--- config.mk ---
export PLATFORM = sky130hd
export DESIGN_NAME = irq_mask_eoi
export DESIGN_NICKNAME = d
export VERILOG_FILES = /design/src/rtl/irq_fe_pkg.sv /design/src/rtl/irq_fe_ctrl.sv /design/src/rtl/irq_fe_datapath.sv /design/src/rtl/irq_mask_eoi.sv
export SDC_FILE = /design/constraint.sdc
export NUM_CORES = 1
export LEC_CHECK = 0
export ABC_AREA = 1
export BUFFER_PORTS_ARGS = -buffer_cell sky130_fd_sc_hd__buf_2
export CAP_MARGIN = 20
export CELL_PAD_IN_SITES_DETAIL_PLACEMENT = 2
export CELL_PAD_IN_SITES_GLOBAL_PLACEMENT = 2
export CORE_MARGIN = 4
export CORE_UTILIZATION = 31
export DETAILED_ROUTE_END_ITERATION = 8
export HOLD_SLACK_MARGIN = 0.03
export PLACE_DENSITY_LB_ADDON = 0.1
export SYNTH_ARGS = -nofsm -noshare
export SYNTH_HDL_FRONTEND = slang
export SYNTH_SLANG_ARGS = --single-unit
--- constraint.sdc ---
create_clock -name clk -period 2.86 [get_ports clk]
set_clock_uncertainty 0.1 [all_clocks]
set_input_delay 0.143 -clock clk [delete_from_list [all_inputs] [get_ports clk]]
set_output_delay 0.143 -clock clk [all_outputs]
set_load 0.03 [all_outputs]
--- src/rtl/irq_fe_pkg.sv ---
package irq_fe_pkg;
  localparam int MAX_LINES = 64;
  localparam int REG_W     = 16;
  localparam int MAX_REGS  = MAX_LINES / REG_W;
  localparam int IDX_W     = $clog2(MAX_REGS);
  localparam int ADDR_W    = 6;

  // bank selector held in regAddr[5:4]
  localparam logic [1:0] BANK_MASK = 2'b00;
  localparam logic [1:0] BANK_EOI  = 2'b10;

  typedef struct packed {
    logic [MAX_REGS-1:0] maskWr;   // one-hot mask register write
    logic [MAX_REGS-1:0] eoiWr;    // one-hot EOI register write
    logic                rdHit;    // read targets a mask register
    logic [IDX_W-1:0]    rdIdx;    // which mask register
    logic [REG_W-1:0]    data;     // write data
  } strobe_t;

  function automatic logic [MAX_LINES-1:0] validBits(input int n);
    logic [MAX_LINES-1:0] v;
    for (int i = 0; i < MAX_LINES; i++) v[i] = (i < n);
    return v;
  endfunction
endpackage

--- src/rtl/irq_fe_ctrl.sv ---
module irq_fe_ctrl
  import irq_fe_pkg::*;
#(
  parameter bit HAS_EOI = 1'b1
) (
  input  logic              regWe,
  input  logic [ADDR_W-1:0] regAddr,
  input  logic [REG_W-1:0]  regWdata,
  output strobe_t           stb
);
  logic              aligned;
  logic [1:0]        bank;
  logic [IDX_W-1:0]  idx;
  logic [MAX_REGS-1:0] idxOneHot;
  logic              maskHit;
  logic              eoiHit;

  assign aligned   = (regAddr[1:0] == 2'b00);
  assign bank      = regAddr[5:4];
  assign idx       = regAddr[3:2];
  assign idxOneHot = MAX_REGS'(1) << idx;
  assign maskHit   = aligned && (bank == BANK_MASK);
  assign eoiHit    = aligned && (bank == BANK_EOI);

  always_comb begin
    stb.maskWr = (regWe && maskHit) ? idxOneHot : '0;
    stb.rdHit  = maskHit;
    stb.rdIdx  = idx;
    stb.data   = regWdata;
  end

  if (HAS_EOI) begin : g_eoi
    always_comb stb.eoiWr = (regWe && eoiHit) ? idxOneHot : '0;
  end else begin : g_no_eoi
    logic unusedEoi;
    assign unusedEoi = eoiHit;
    always_comb stb.eoiWr = '0;
  end
endmodule

--- src/rtl/irq_fe_datapath.sv ---
module irq_fe_datapath
  import irq_fe_pkg::*;
#(
  parameter int                   NUM_LINES  = 64,
  parameter bit                   HAS_EOI    = 1'b1,
  parameter logic [MAX_LINES-1:0] EDGE_LINES = 64'hFFFF_FFFF_0000_0000
) (
  input  logic                 clk,
  input  logic                 rst,
  input  strobe_t              stb,
  input  logic [NUM_LINES-1:0] irqIn,
  output logic [NUM_LINES-1:0] irqOut,
  output logic [REG_W-1:0]     rdata
);
  localparam logic [MAX_LINES-1:0] VALID    = validBits(NUM_LINES);
  localparam logic [MAX_LINES-1:0] EDGE_EFF = HAS_EOI ? (EDGE_LINES & VALID) : '0;

  logic [REG_W-1:0] maskQ [MAX_REGS];

  for (genvar r = 0; r < MAX_REGS; r++) begin : g_mask
    always_ff @(posedge clk) begin
      if (rst)
        maskQ[r] <= VALID[r*REG_W +: REG_W];
      else if (stb.maskWr[r])
        maskQ[r] <= stb.data & VALID[r*REG_W +: REG_W];
    end
  end

  for (genvar n = 0; n < NUM_LINES; n++) begin : g_line
    localparam int R = n / REG_W;
    localparam int B = n % REG_W;
    if (EDGE_EFF[n]) begin : g_edge
      logic prevQ;
      logic pendQ;
      logic riseD;
      logic clrD;
      assign riseD = irqIn[n] && !prevQ;
      assign clrD  = stb.eoiWr[R] && stb.data[B];
      always_ff @(posedge clk) begin
        if (rst) begin
          prevQ <= 1'b0;
          pendQ <= 1'b0;
        end else begin
          prevQ <= irqIn[n];
          pendQ <= riseD || (pendQ && !clrD);   // new edge beats EOI
        end
      end
      assign irqOut[n] = pendQ && !maskQ[R][B];
    end else begin : g_level
      assign irqOut[n] = irqIn[n] && !maskQ[R][B];
    end
  end

  assign rdata = stb.rdHit ? maskQ[stb.rdIdx] : '0;
endmodule

--- src/rtl/irq_mask_eoi.sv ---
module irq_mask_eoi
  import irq_fe_pkg::*;
#(
  parameter int                   NUM_LINES  = 64,
  parameter bit                   HAS_EOI    = 1'b1,
  parameter logic [MAX_LINES-1:0] EDGE_LINES = 64'hFFFF_FFFF_0000_0000
) (
  input  logic                 clk,
  input  logic                 rst,
  input  logic                 regWe,
  input  logic [5:0]           regAddr,
  input  logic [15:0]          regWdata,
  output logic [15:0]          regRdata,
  input  logic [NUM_LINES-1:0] irqIn,
  output logic [NUM_LINES-1:0] irqOut
);
  strobe_t stb;

  irq_fe_ctrl #(.HAS_EOI(HAS_EOI)) u_ctrl (
    .regWe   (regWe),
    .regAddr (regAddr),
    .regWdata(regWdata),
    .stb     (stb)
  );

  irq_fe_datapath #(
    .NUM_LINES (NUM_LINES),
    .HAS_EOI   (HAS_EOI),
    .EDGE_LINES(EDGE_LINES)
  ) u_dp (
    .clk   (clk),
    .rst   (rst),
    .stb   (stb),
    .irqIn (irqIn),
    .irqOut(irqOut),
    .rdata (regRdata)
  );
endmodule

* After elaboration in Yosys (flattened, before gate mapping)
Memory sizes are Yosys's and may differ from the RTL's. Index checks and enable logic that the tools add are counted.
Operators by class: add/subtract/negate cells 0, $mul 0, divide/modulo/power cells 0, order comparisons 0, equal/unequal tests 1, shift operators 1, muxes and demuxes 21, bitwise gates (word level) 4, reduce and logical (&&, ||, !) cells 326
Operators by type and width (number):
- $logic_and 1x1->1 | 164
- $logic_not 1->1 | 128
- $mux 16 | 5
- $logic_or 1x1->1 | 32
- $mux 1 | 14
- $mux 4 | 2
- $logic_not 2->1 | 2
- $or 1x1->1 | 4
- $shl 1x2->4 const A | 1
- $eq 2x2->1 const B | 1
Word-level totals: register bits 64, bits in latches 0, RAM bits 64, memory bits (read-only) 0, input port bits 89, output and inout port bits 80, word-level logic and storage cells 418, memories kept 1
Memories:
- u_dp.maskQ | depth 4, width 16, read ports 5, clocked after memory_dff 0, wr ports 4, RTL line irq_fe_datapath.sv:18 | logic [REG_W-1:0] maskQ [MAX_REGS];

* Depth between registers and ports, before layout
Gate-level depths: netlist of run 1.
word-level depth 8, mapped depth 8, gate-level depth less buffers 7

* Cells and area by module
Synthesis of run 1 repeated with hierarchy kept, for this count alone.
Second synthesis, totals: cell total of the unflattened synthesis 755, area total of the unflattened synthesis 5987.0 um^2
Modules (own cells, without submodules):
- irq_fe_datapath | times used 1, cells each 714, area an instance 5735.5 um^2, sequential area each 3203.1 um^2
- irq_fe_ctrl | times used 1, cells each 41, area an instance 251.5 um^2, sequential area each 0.0 um^2

* Least setup slack after synthesis of run 1
No wires, ideal clock.
kind input to register, from input regAddr[5], to memory u_dp.maskQ[2][0] (enable), library setup time 0.372 ns, data arrival time 1.050 ns, data required time 2.388 ns, slack 1.338 ns, stages on the path 6, buffers on the path 1, cells stage by stage nor2_1 -> nand2_2 -> nor2_4 -> buf_6 -> nand2_1 -> nand2_1
RTL lines:
- start: declaration | RTL line irq_mask_eoi.sv:11 | input logic [5:0] regAddr,
- end: declaration | RTL line irq_fe_datapath.sv:18

==> results of run 1 <==
[where the power goes]
part           total (uW)  internal, uW  switching [uW]
clock network        1900          1170             735
registers            2110          2050            60.7
logic                 660           216             444
total                4670          3430            1240
[flip-flops by register name, indices dropped and copies added (netlist names)]
| signal | cells |
|---|---|
| u_dp.g_line.g_edge.prevQ | 32 |
| u_dp.g_line.g_edge.pendQ | 32 |
| u_dp.maskQ | 64 |
[worst min-delay path, stage by stage]
cell and delay [ns]:
buf_2 0.11, inv_1 0.09, nor2_4 0.11, nand4_1 0.08
[cells in the mapped netlist]
master | count | area, um2
edfxtp_1 | 64 | 1922
nor2_2 | 4 | 25.02
inv_2 | 4 | 15.01
inv_1 | 146 | 548.0
clkbuf_1 | 11 | 41.29
buf_2 | 22 | 110.1
buf_4 | 5 | 37.54
nand2_2 | 1 | 6.260
dfxtp_1 | 64 | 1281
buf_6 | 3 | 33.78
nor2_4 | 1 | 11.26
nor2_1 | 161 | 604.3
nand4_1 | 64 | 400.4
nand3_1 | 32 | 160.2
nand2_1 | 204 | 765.7
[path summary, 6_finish.rpt]
kind                           startpoint                           end  slack, ns  depth (start not counted)
max                            regAddr[5]              u_dp.maskQ[3][4]       1.01                          6
min reg2reg  u_dp.g_line[32].g_edge.prevQ  u_dp.g_line[32].g_edge.pendQ       0.35                          3
min                                 regWe             u_dp.maskQ[3][12]       0.13                          4
max reg2reg  u_dp.g_line[62].g_edge.pendQ  u_dp.g_line[62].g_edge.pendQ       2.06                          4
[per-stage QoR]
step / instances / utilization
floorplan: 786 / -
global placement: 1186 / 0.3722
detailed placement: 1186 / 0.3722
CTS: 1265 / 0.4248
global route: 1265 / 0.4248
finish: 1265 / 0.4248
[per-layer routing]
layer / routed length (um) / vias up / GRT usage
li1: - / 2827 / -
met1: 9741 / 2799 / 0.2614
met2: 10160 / 174 / 0.3293
met3: 1107 / 12 / 0.04221
met4: 170 / 0 / 0.04892
met5: 0 / - / 0
[area by class of cell]
type / count / area, um2 / area share
sequential: 128 / 3203 / 0.4004
tap: 260 / 325.3 / 0.04067
inverter: 150 / 563.0 / 0.07039
clock inverter: 2 / 10.01 / 0.001251
timing repair buffer: 229 / 1419 / 0.1774
clock buffer: 29 / 500.5 / 0.06257
multi-input combinational: 467 / 1978 / 0.2473
[placed cells by master, fill, tap and decap left out]
cell,synthesis,layout
clkinv_2,0,2
clkbuf_8,0,3
edfxtp_1,64,64
clkbuf_1,11,9
nor2_1,161,161
inv_1,146,146
nand2_1,204,204
nand3_1,32,32
dfxtp_1,64,64
dlygate4sd3_1,0,48
inv_2,4,4
nor2_4,1,2
nand2_2,1,1
nor2_2,4,3
nand4_1,64,64
clkbuf_16,0,17
buf_4,5,13
buf_2,22,168
[what timing repair did]
| action | CTS | global route |
|---|---|---|
| setup buffers | 0 | 0 |
| hold endpoints to repair | 64 | 0 |
| hold buffers | 48 | 0 |
[cell families (layout without fill, tap and decap cells)]
kind of cell / after synthesis / in the layout / synth area share
buffers and inverters: 191 / 410 / 0.1318
flip-flops: 128 / 128 / 0.5373
AND/OR/NAND/NOR: 467 / 467 / 0.3310
==> results.ini, run 1 <==
[grt]
grt_max_degree=65
globalRouteOverflowTotal=0
grt_usage=0.1973
antenna_found_initial=0
grt_pass1_wl_um=33730
grt_pass1_vias=6359

[timing]
setup_violations=0
tightestPinTransition_ns=0.7312
finalCriticalPeriod_ns=1.846
slew_headroom=0.5114
final_hold_viol_count=0
fin_tns_setup_ns=0
fmax_ghz=0.5418
drv_slew=0
layout_setup_ws_ns=1.014
finalCritPeriodShare=0.6454
holdWs_ns=0.1343
rsz0062_at_grt=false

[clock_network]
clkSinkCount=128
cts-resized-gates=0
clock_latency_ns=0.42
cts_root_buffer=clkbuf_16
cts_buffers=17
htreeDepth=4
clk_pin_slew_ns=0.05
clockBufferDepth=2
cts_tree=built

[pwr]
p_per_area_nw_per_um2=584.0
total_power_uw=4671
peakVddDrop_mv=0.2882
leakage_uw=0.003999

[drt]
dr_total_vias=5812
wire_per_inst_um=16.74
drtIter0Drc=327
first_pass_iters=5
wirelength_um=21180
viasPerCell=4.594
drcViolationCount=0
drtAntennaViolNets=0

[placement]
io_buffers=168
gp_congestion=0.7746
place_ws_ns=0.6194
place_area_um2=7008
dpl.hpwl_um=15040

[setup_path]
arrival_ns=1.79
end_kind=register
slowest_delay_ns=0.57
required_ns=2.80
cp_max_fo=18
cp_common_cell=nand2_1
crit_family=simple AND/OR/NAND/NOR gates
crit_path_top_delay_cell=nand2_1
path_cells=buf_2, nor2_1, nand2_2, nor2_4, nand2_1, nand2_1
worst_setup_path_start_kind=primary input
cp.buffers_inverters=1
path_class=primary input to register

[final_layout]
area_growth_syn_to_layout_pct=34.17
final_cell_area_um2=7999
fill_cells=2184
nets=1082
antenna_cells=0
drive_gt1_frac=0.2119

[outcome]
status=complete, no violations

[synthesis]
synth_area_per_cell_um2=7.585
yosysWarnings=0
synth_area_um2=5962
synth_cells=786
seq_area_frac_synth=0.5373
ys_seq_elements=128
synth_cell_type_count=15
syn_nets=875

[die]
ios=169
die_area_um2=21520
die_w_um=146.7
start_util=0.3166
core_um2=18830
die_h_um=146.7
row_count=50

[hold_path]
hold_class=primary input to register

[job]
drv_cap=0

Note: power is estimated with default switching activity, not from simulation.
==> inputs of run 2 (changes only) <==
--- a/config.mk
+++ b/config.mk
@@ -11,7 +11,7 @@
 export CELL_PAD_IN_SITES_DETAIL_PLACEMENT = 2
 export CELL_PAD_IN_SITES_GLOBAL_PLACEMENT = 2
 export CORE_MARGIN = 4
-export CORE_UTILIZATION = 31
+export CORE_UTILIZATION = 29
 export DETAILED_ROUTE_END_ITERATION = 8
 export HOLD_SLACK_MARGIN = 0.03
 export PLACE_DENSITY_LB_ADDON = 0.1
==> constraint.sdc (replaced) <==
create_clock -name clk -period 1.8 [get_ports clk]
set_clock_uncertainty 0.1 [all_clocks]
set_input_delay 0.09 -clock clk [delete_from_list [all_inputs] [get_ports clk]]
set_output_delay 0.09 -clock clk [all_outputs]
set_load 0.03 [all_outputs]
==> results.ini, run 2 (same netlist as run 1, synthesis figures left out) <==
[clock_network]
cts_tree=built
cts_root_buffer=clkbuf_16
htreeDepth=4  ; unchanged
cts_buffers=17  ; unchanged
clk_pin_slew_ns=0.06  ; about the same
clkSinkCount=128  ; unchanged
clockBufferDepth=2  ; unchanged
clock_latency_ns=0.42  ; about the same

[grt]
grt_pass1_wl_um=33340  ; -1.1%
grt_max_degree=65  ; unchanged
antenna_found_initial=1  ; +1
grt_usage=0.1896  ; -0.007770
grt_pass1_vias=6265  ; -1.5%
globalRouteOverflowTotal=0  ; unchanged

[setup_path]
r2r-end=u_dp.g_line[37].g_edge.pendQ
slowest_delay_ns=0.45  ; -0.12 ns
crit_path_top_delay_cell=edfxtp_1
end_kind=output port
ff2ff_setup_slack_ns=0.95  ; -1.11 ns
cp_max_fo=2  ; -16
r2r_start=u_dp.g_line[37].g_edge.pendQ
path_class=register to output port
path_cells=nand2_1, nand2_1, nor2_1, nor2_1, buf_2
worst_setup_path_start_kind=register
reg2reg_depth=4  ; unchanged
arrival_ns=1.44  ; -0.35 ns
required_ns=1.61  ; -1.19 ns

[final_layout]
drive_gt1_frac=0.2270  ; +0.01511
fin_cells=1284  ; +1.5%
largest_reg_flops=64  ; unchanged
final_cell_mix=nand2_1 (204), buf_2 (168), nor2_1 (161)
final-seq-area_um2=3203  ; unchanged
regMostFlops=u_dp.maskQ
top_regs=u_dp.maskQ (64), u_dp.g_line.g_edge.pendQ (32), u_dp.g_line.g_edge.prevQ (32)
nets=1089  ; +0.65%
area_growth_syn_to_layout_pct=37.50
fill_cells=2350  ; +7.6%
multiInputGateArea_um2=1978  ; unchanged
final_common_cell=nand2_1

[timing]
fmax_ghz=0.6134
tightestPinTransition_ns=0.5002  ; -0.2310 ns
rsz0062_at_grt=false
slew_headroom=0.6657  ; +0.1544
setup_violations=0  ; unchanged
drv_slew=0  ; unchanged
finalCriticalPeriod_ns=1.630
finalCritPeriodShare=0.9058
fin_tns_setup_ns=0  ; unchanged
final_hold_viol_count=0  ; unchanged
layout_setup_ws_ns=0.1696  ; -0.8445 ns

[pwr]
peakVddDrop_mv=0.6338  ; +120%
leakage_uw=0.004102  ; +2.6%
p_per_area_nw_per_um2=970.2  ; +66%

[outcome]
status=complete, no violations

[die]
die_h_um=151.4  ; +3.2%
ios=169  ; unchanged
core_um2=20230  ; +7.5%
die_w_um=151.4  ; +3.2%
row_count=52  ; +4.0%
die_area_um2=22920  ; +6.5%
start_util=0.2946  ; -0.02197

[drt]
first_pass_iters=4  ; -1
wirelength_um=21390  ; +1.0%
wire_per_inst_um=16.66  ; -0.47%
dr_total_vias=5791  ; -0.36%
drtAntennaViolNets=0  ; unchanged
viasPerCell=4.510  ; -1.8%
drtIter0Drc=226  ; -31%
drcViolationCount=0  ; unchanged

[job]
drv_cap=0  ; unchanged

[placement]
place_ws_ns=0.05789  ; -0.5615 ns
placed_cells=1203  ; +1.4%
io_buffers=168  ; unchanged
gp_congestion=0.7835  ; +1.1%
dpl.hpwl_um=15600  ; +3.8%

[hold_path]
hold_path_startpoint=regWe
hold_path_end=u_dp.maskQ[2][13]
hold_class=primary input to register
hold_depth=4  ; unchanged

-- run 2: cell types whose count changed in the layout (fill, tap and decap cells not counted), sizes merged --
cell | previous run | this run
clkbuf | 29 | 21
buf | 181 | 188
bufinv | 0 | 1
diode | 0 | 1
inv | 150 | 155
clkinvlp | 0 | 1
clkinv | 2 | 4
-- run 2: where the power goes --
group          switching, uW  internal [uW]
logic                    706            358
clock network           1320           2230
registers               97.4           3250
-- run 2: per-stage QoR --
| step | power (uW) | hold WS (ns) | utilization | instance area, um2 |
|---|---|---|---|---|
| floorplan | 3967 | 0.1085 | - | 5962 |
| global placement | 4336 | 0.2139 | 0.3508 | 7098 |
| detailed placement | 4390 | 0.2270 | 0.3508 | 7098 |
| CTS | 8039 | 0.05833 | 0.4050 | 8195 |
| global route | 8308 | 0.09223 | 0.4051 | 8198 |
| finish | 7954 | 0.07886 | 0.4051 | 8198 |
-- run 2: final cells by class --
cell class / instances / area share
clock inverter: 11 / 0.01114
timing repair buffer: 236 / 0.1825
clock buffer: 21 / 0.06410
multi-input combinational: 467 / 0.2413
sequential: 128 / 0.3907
antenna: 1 / 0.0003053
tap: 270 / 0.04121
inverter: 150 / 0.06868
-- run 2: metal layers --
metal  up-vias  wire length, um  share of wire  track usage
li1       2842                -              -            -
met1      2779             9747           0.46       0.2465
met2       143            10250           0.48       0.3225
met3        27             1057          0.049      0.03112
met4         0              340          0.016      0.05848
met5         -                0              0            0
-- run 2: worst max-delay path by stage --
stage | slack (ns) | from | to | cells after the start
finish | 0.17 | u_dp.maskQ[3][1] | regRdata[1] | 5
global route | 0.09 | u_dp.maskQ[3][1] | regRdata[1] | 5
CTS | 0.15 | u_dp.maskQ[3][1] | regRdata[1] | 5
detailed placement | 0.06 | regAddr[5] | u_dp.maskQ[3][5] | 7
global placement | 0.21 | regAddr[5] | u_dp.maskQ[0][7] | 7
floorplan | 0.33 | regAddr[5] | u_dp.maskQ[2][0] | 6
-- run 2: repair_timing --
| action | 4_1_cts | 5_1_grt |
|---|---|---|
| buffers inserted | 0 | 0 |
| resized for setup | 0 | 0 |
| hold endpoints to repair | 119 | 0 |
| hold buffers | 48 | 0 |
-- run 2: worst max-delay path, delay by kind of cell (launching register included) --
family	cells	cell delay (ns)
and+or+nand+nor	4	0.39
DFF	1	0.45
buffers and inverters	1	0.18
==> inputs of run 3 (changes only) <==
--- a/config.mk
+++ b/config.mk
@@ -8,13 +8,11 @@
 export ABC_AREA = 1
 export BUFFER_PORTS_ARGS = -buffer_cell sky130_fd_sc_hd__buf_2
 export CAP_MARGIN = 20
-export CELL_PAD_IN_SITES_DETAIL_PLACEMENT = 2
-export CELL_PAD_IN_SITES_GLOBAL_PLACEMENT = 2
 export CORE_MARGIN = 4
-export CORE_UTILIZATION = 29
+export CORE_UTILIZATION = 52
 export DETAILED_ROUTE_END_ITERATION = 8
 export HOLD_SLACK_MARGIN = 0.03
-export PLACE_DENSITY_LB_ADDON = 0.1
+export PLACE_DENSITY = 0.8
 export SYNTH_ARGS = -nofsm -noshare
 export SYNTH_HDL_FRONTEND = slang
 export SYNTH_SLANG_ARGS = --single-unit
==> results.ini, run 3 (same netlist as run 1, synthesis figures left out) <==
[die]
core_um2=11030  ; -45%
die_h_um=115.1  ; -24%
ios=169  ; unchanged
die_area_um2=13240  ; -42%
row_count=38  ; -27%
die_w_um=115.1  ; -24%
start_util=0.5405  ; +0.2458

[clock_network]
holdBufCountCts=49  ; +2.1%
clockBufferDepth=2  ; unchanged
cts_root_buffer=clkbuf_16
cts_buffers=17  ; unchanged
htreeDepth=4  ; unchanged
cts_setup_buffers=0  ; unchanged
clkSinkCount=128  ; unchanged
cts-resized-gates=0  ; unchanged
cts_tree=built
clock_latency_ns=0.41  ; about the same
clk_pin_slew_ns=0.06  ; about the same

[pwr]
power_frac_seq=0.433  ; +0.012
peakVddDrop_mv=0.7206  ; +14%
leakage_uw=0.004102  ; about the same
power.switching_uw=1922  ; -9.4%
p_clk_frac=0.432  ; -0.014
power.share.switching=0.2497  ; -0.01695
p_int_uw=5776  ; -0.98%
pwr-share-comb=0.135  ; about the same
p_per_area_nw_per_um2=956.6  ; -1.4%

[setup_path]
crit_path_top_delay_cell=edfxtp_1
path_cells=nand2_1, nand2_1, nor2_1, nor2_1, buf_2
cp.buffers_inverters=1  ; unchanged
worst_setup_path_start_kind=register
end_kind=output port
cp_max_fo=2  ; unchanged
crit_family=flip-flops
required_ns=1.61  ; about the same
slowest_delay_ns=0.43  ; -0.02 ns
arrival_ns=1.42  ; -0.02 ns
path_class=register to output port

[timing]
drv_slew=0  ; unchanged
fin_tns_setup_ns=0  ; unchanged
setup_violations=0  ; unchanged
slew_headroom=0.6675  ; +0.001810
layout_setup_ws_ns=0.1948  ; +0.02519 ns
final_hold_viol_count=0  ; unchanged
finalCriticalPeriod_ns=1.605  ; -0.02519 ns
fmax_ghz=0.6230  ; +1.6%
finalCritPeriodShare=0.8918  ; -0.01400
rsz0062_at_grt=false
tightestPinTransition_ns=0.4980  ; -0.002254 ns

[drt]
viasPerCell=4.905  ; +8.8%
drtAntennaViolNets=0  ; unchanged
drtIter0Drc=348  ; +54%
wire_per_inst_um=14.09  ; -15%
drcViolationCount=0  ; unchanged
dr_total_vias=5665  ; -2.2%
first_pass_iters=5  ; +1
wirelength_um=16270  ; -24%

[final_layout]
top_regs=u_dp.maskQ (64), u_dp.g_line.g_edge.pendQ (32), u_dp.g_line.g_edge.prevQ (32)
regMostFlops=u_dp.maskQ
nets=1092  ; +0.28%
final_cell_mix=nand2_1 (204), buf_2 (168), nor2_1 (161)
drive_gt1_frac=0.2236  ; -0.003403
antenna_cells=0  ; -1
largest_reg_flops=64  ; unchanged
area_growth_syn_to_layout_pct=34.98
final_common_cell=nand2_1

[grt]
grt_usage=0.2454  ; +0.05583
grt_pass1_wl_um=25300  ; -24%
antenna_found_initial=0  ; -1
grt_max_degree=50  ; -23%
globalRouteOverflowTotal=0  ; unchanged
grt_pass1_vias=5402  ; -14%

[placement]
io_buffers=168  ; unchanged
gp_congestion=0.8399  ; +7.2%
place_ws_ns=0.2892  ; +0.2313 ns
dpl.hpwl_um=10940  ; -30%

[outcome]
status=complete, no violations

[job]
drv_cap=0  ; unchanged

[hold_path]
hold_class=primary input to register

## run 3: worst paths after layout
| check | startpoint | endpoint | slack, ns | depth (start not counted) |
|---|---|---|---|---|
| hold / removal | regAddr[3] | u_dp.maskQ[0][2] | 0.11 | 4 |
| setup / recovery | u_dp.maskQ[3][9] | regRdata[9] | 0.19 | 5 |
| hold reg to reg | u_dp.g_line[40].g_edge.prevQ | u_dp.g_line[40].g_edge.pendQ | 0.35 | 3 |
| setup reg to reg | u_dp.g_line[61].g_edge.pendQ | u_dp.g_line[61].g_edge.pendQ | 1.04 | 4 |
## run 3: layout make-up
type / instances / area, um2
multi-input combinational: 467 / 1978
timing repair buffer: 239 / 1546
fill: 852 / 2983
inverter: 150 / 563.0
tap: 140 / 175.2
clock buffer: 26 / 531.8
clock inverter: 5 / 50.05
sequential: 128 / 3203
## run 3: per-stage QoR
stage / power [uW] / area (um2) / cells / hold slack (ns) / utilization
finish: 7698 / 8048 / 1155 / 0.1149 / 0.7296
detailed placement: 4332 / 6975 / 1075 / 0.2181 / 0.6324
global placement: 4312 / 6975 / 1075 / 0.2140 / 0.6324
global route: 7982 / 8048 / 1155 / 0.1205 / 0.7296
CTS: 7721 / 8048 / 1155 / 0.1052 / 0.7296
floorplan: 3967 / 5962 / 786 / 0.1085 / -
## run 3: worst register-to-register path, stage by stage, from the launching register on
cell     delay [ns]
dfxtp_1        0.30
inv_1          0.07
nor2_1         0.04
nand2_1        0.08
nand2_1        0.06
## run 3: power groups by stage
stage	Clock [uW]	Sequential, uW	Combinational, uW
final	3330	3330	1040
after CTS	3350	3330	1030
after global routing	3490	3350	1140
after global placement	0	3380	928
after detailed placement	0	3390	943
after floorplan	0	3360	612
## run 3: metal layers
layer	track usage	up-vias	wire, um	part of all wire
li1	-	2852	-	-
met1	0.2748	2542	5911	0.36
met2	0.4587	238	8809	0.54
met3	0.04895	33	1213	0.075
met4	0.08842	0	339	0.021
met5	0	-	0	0
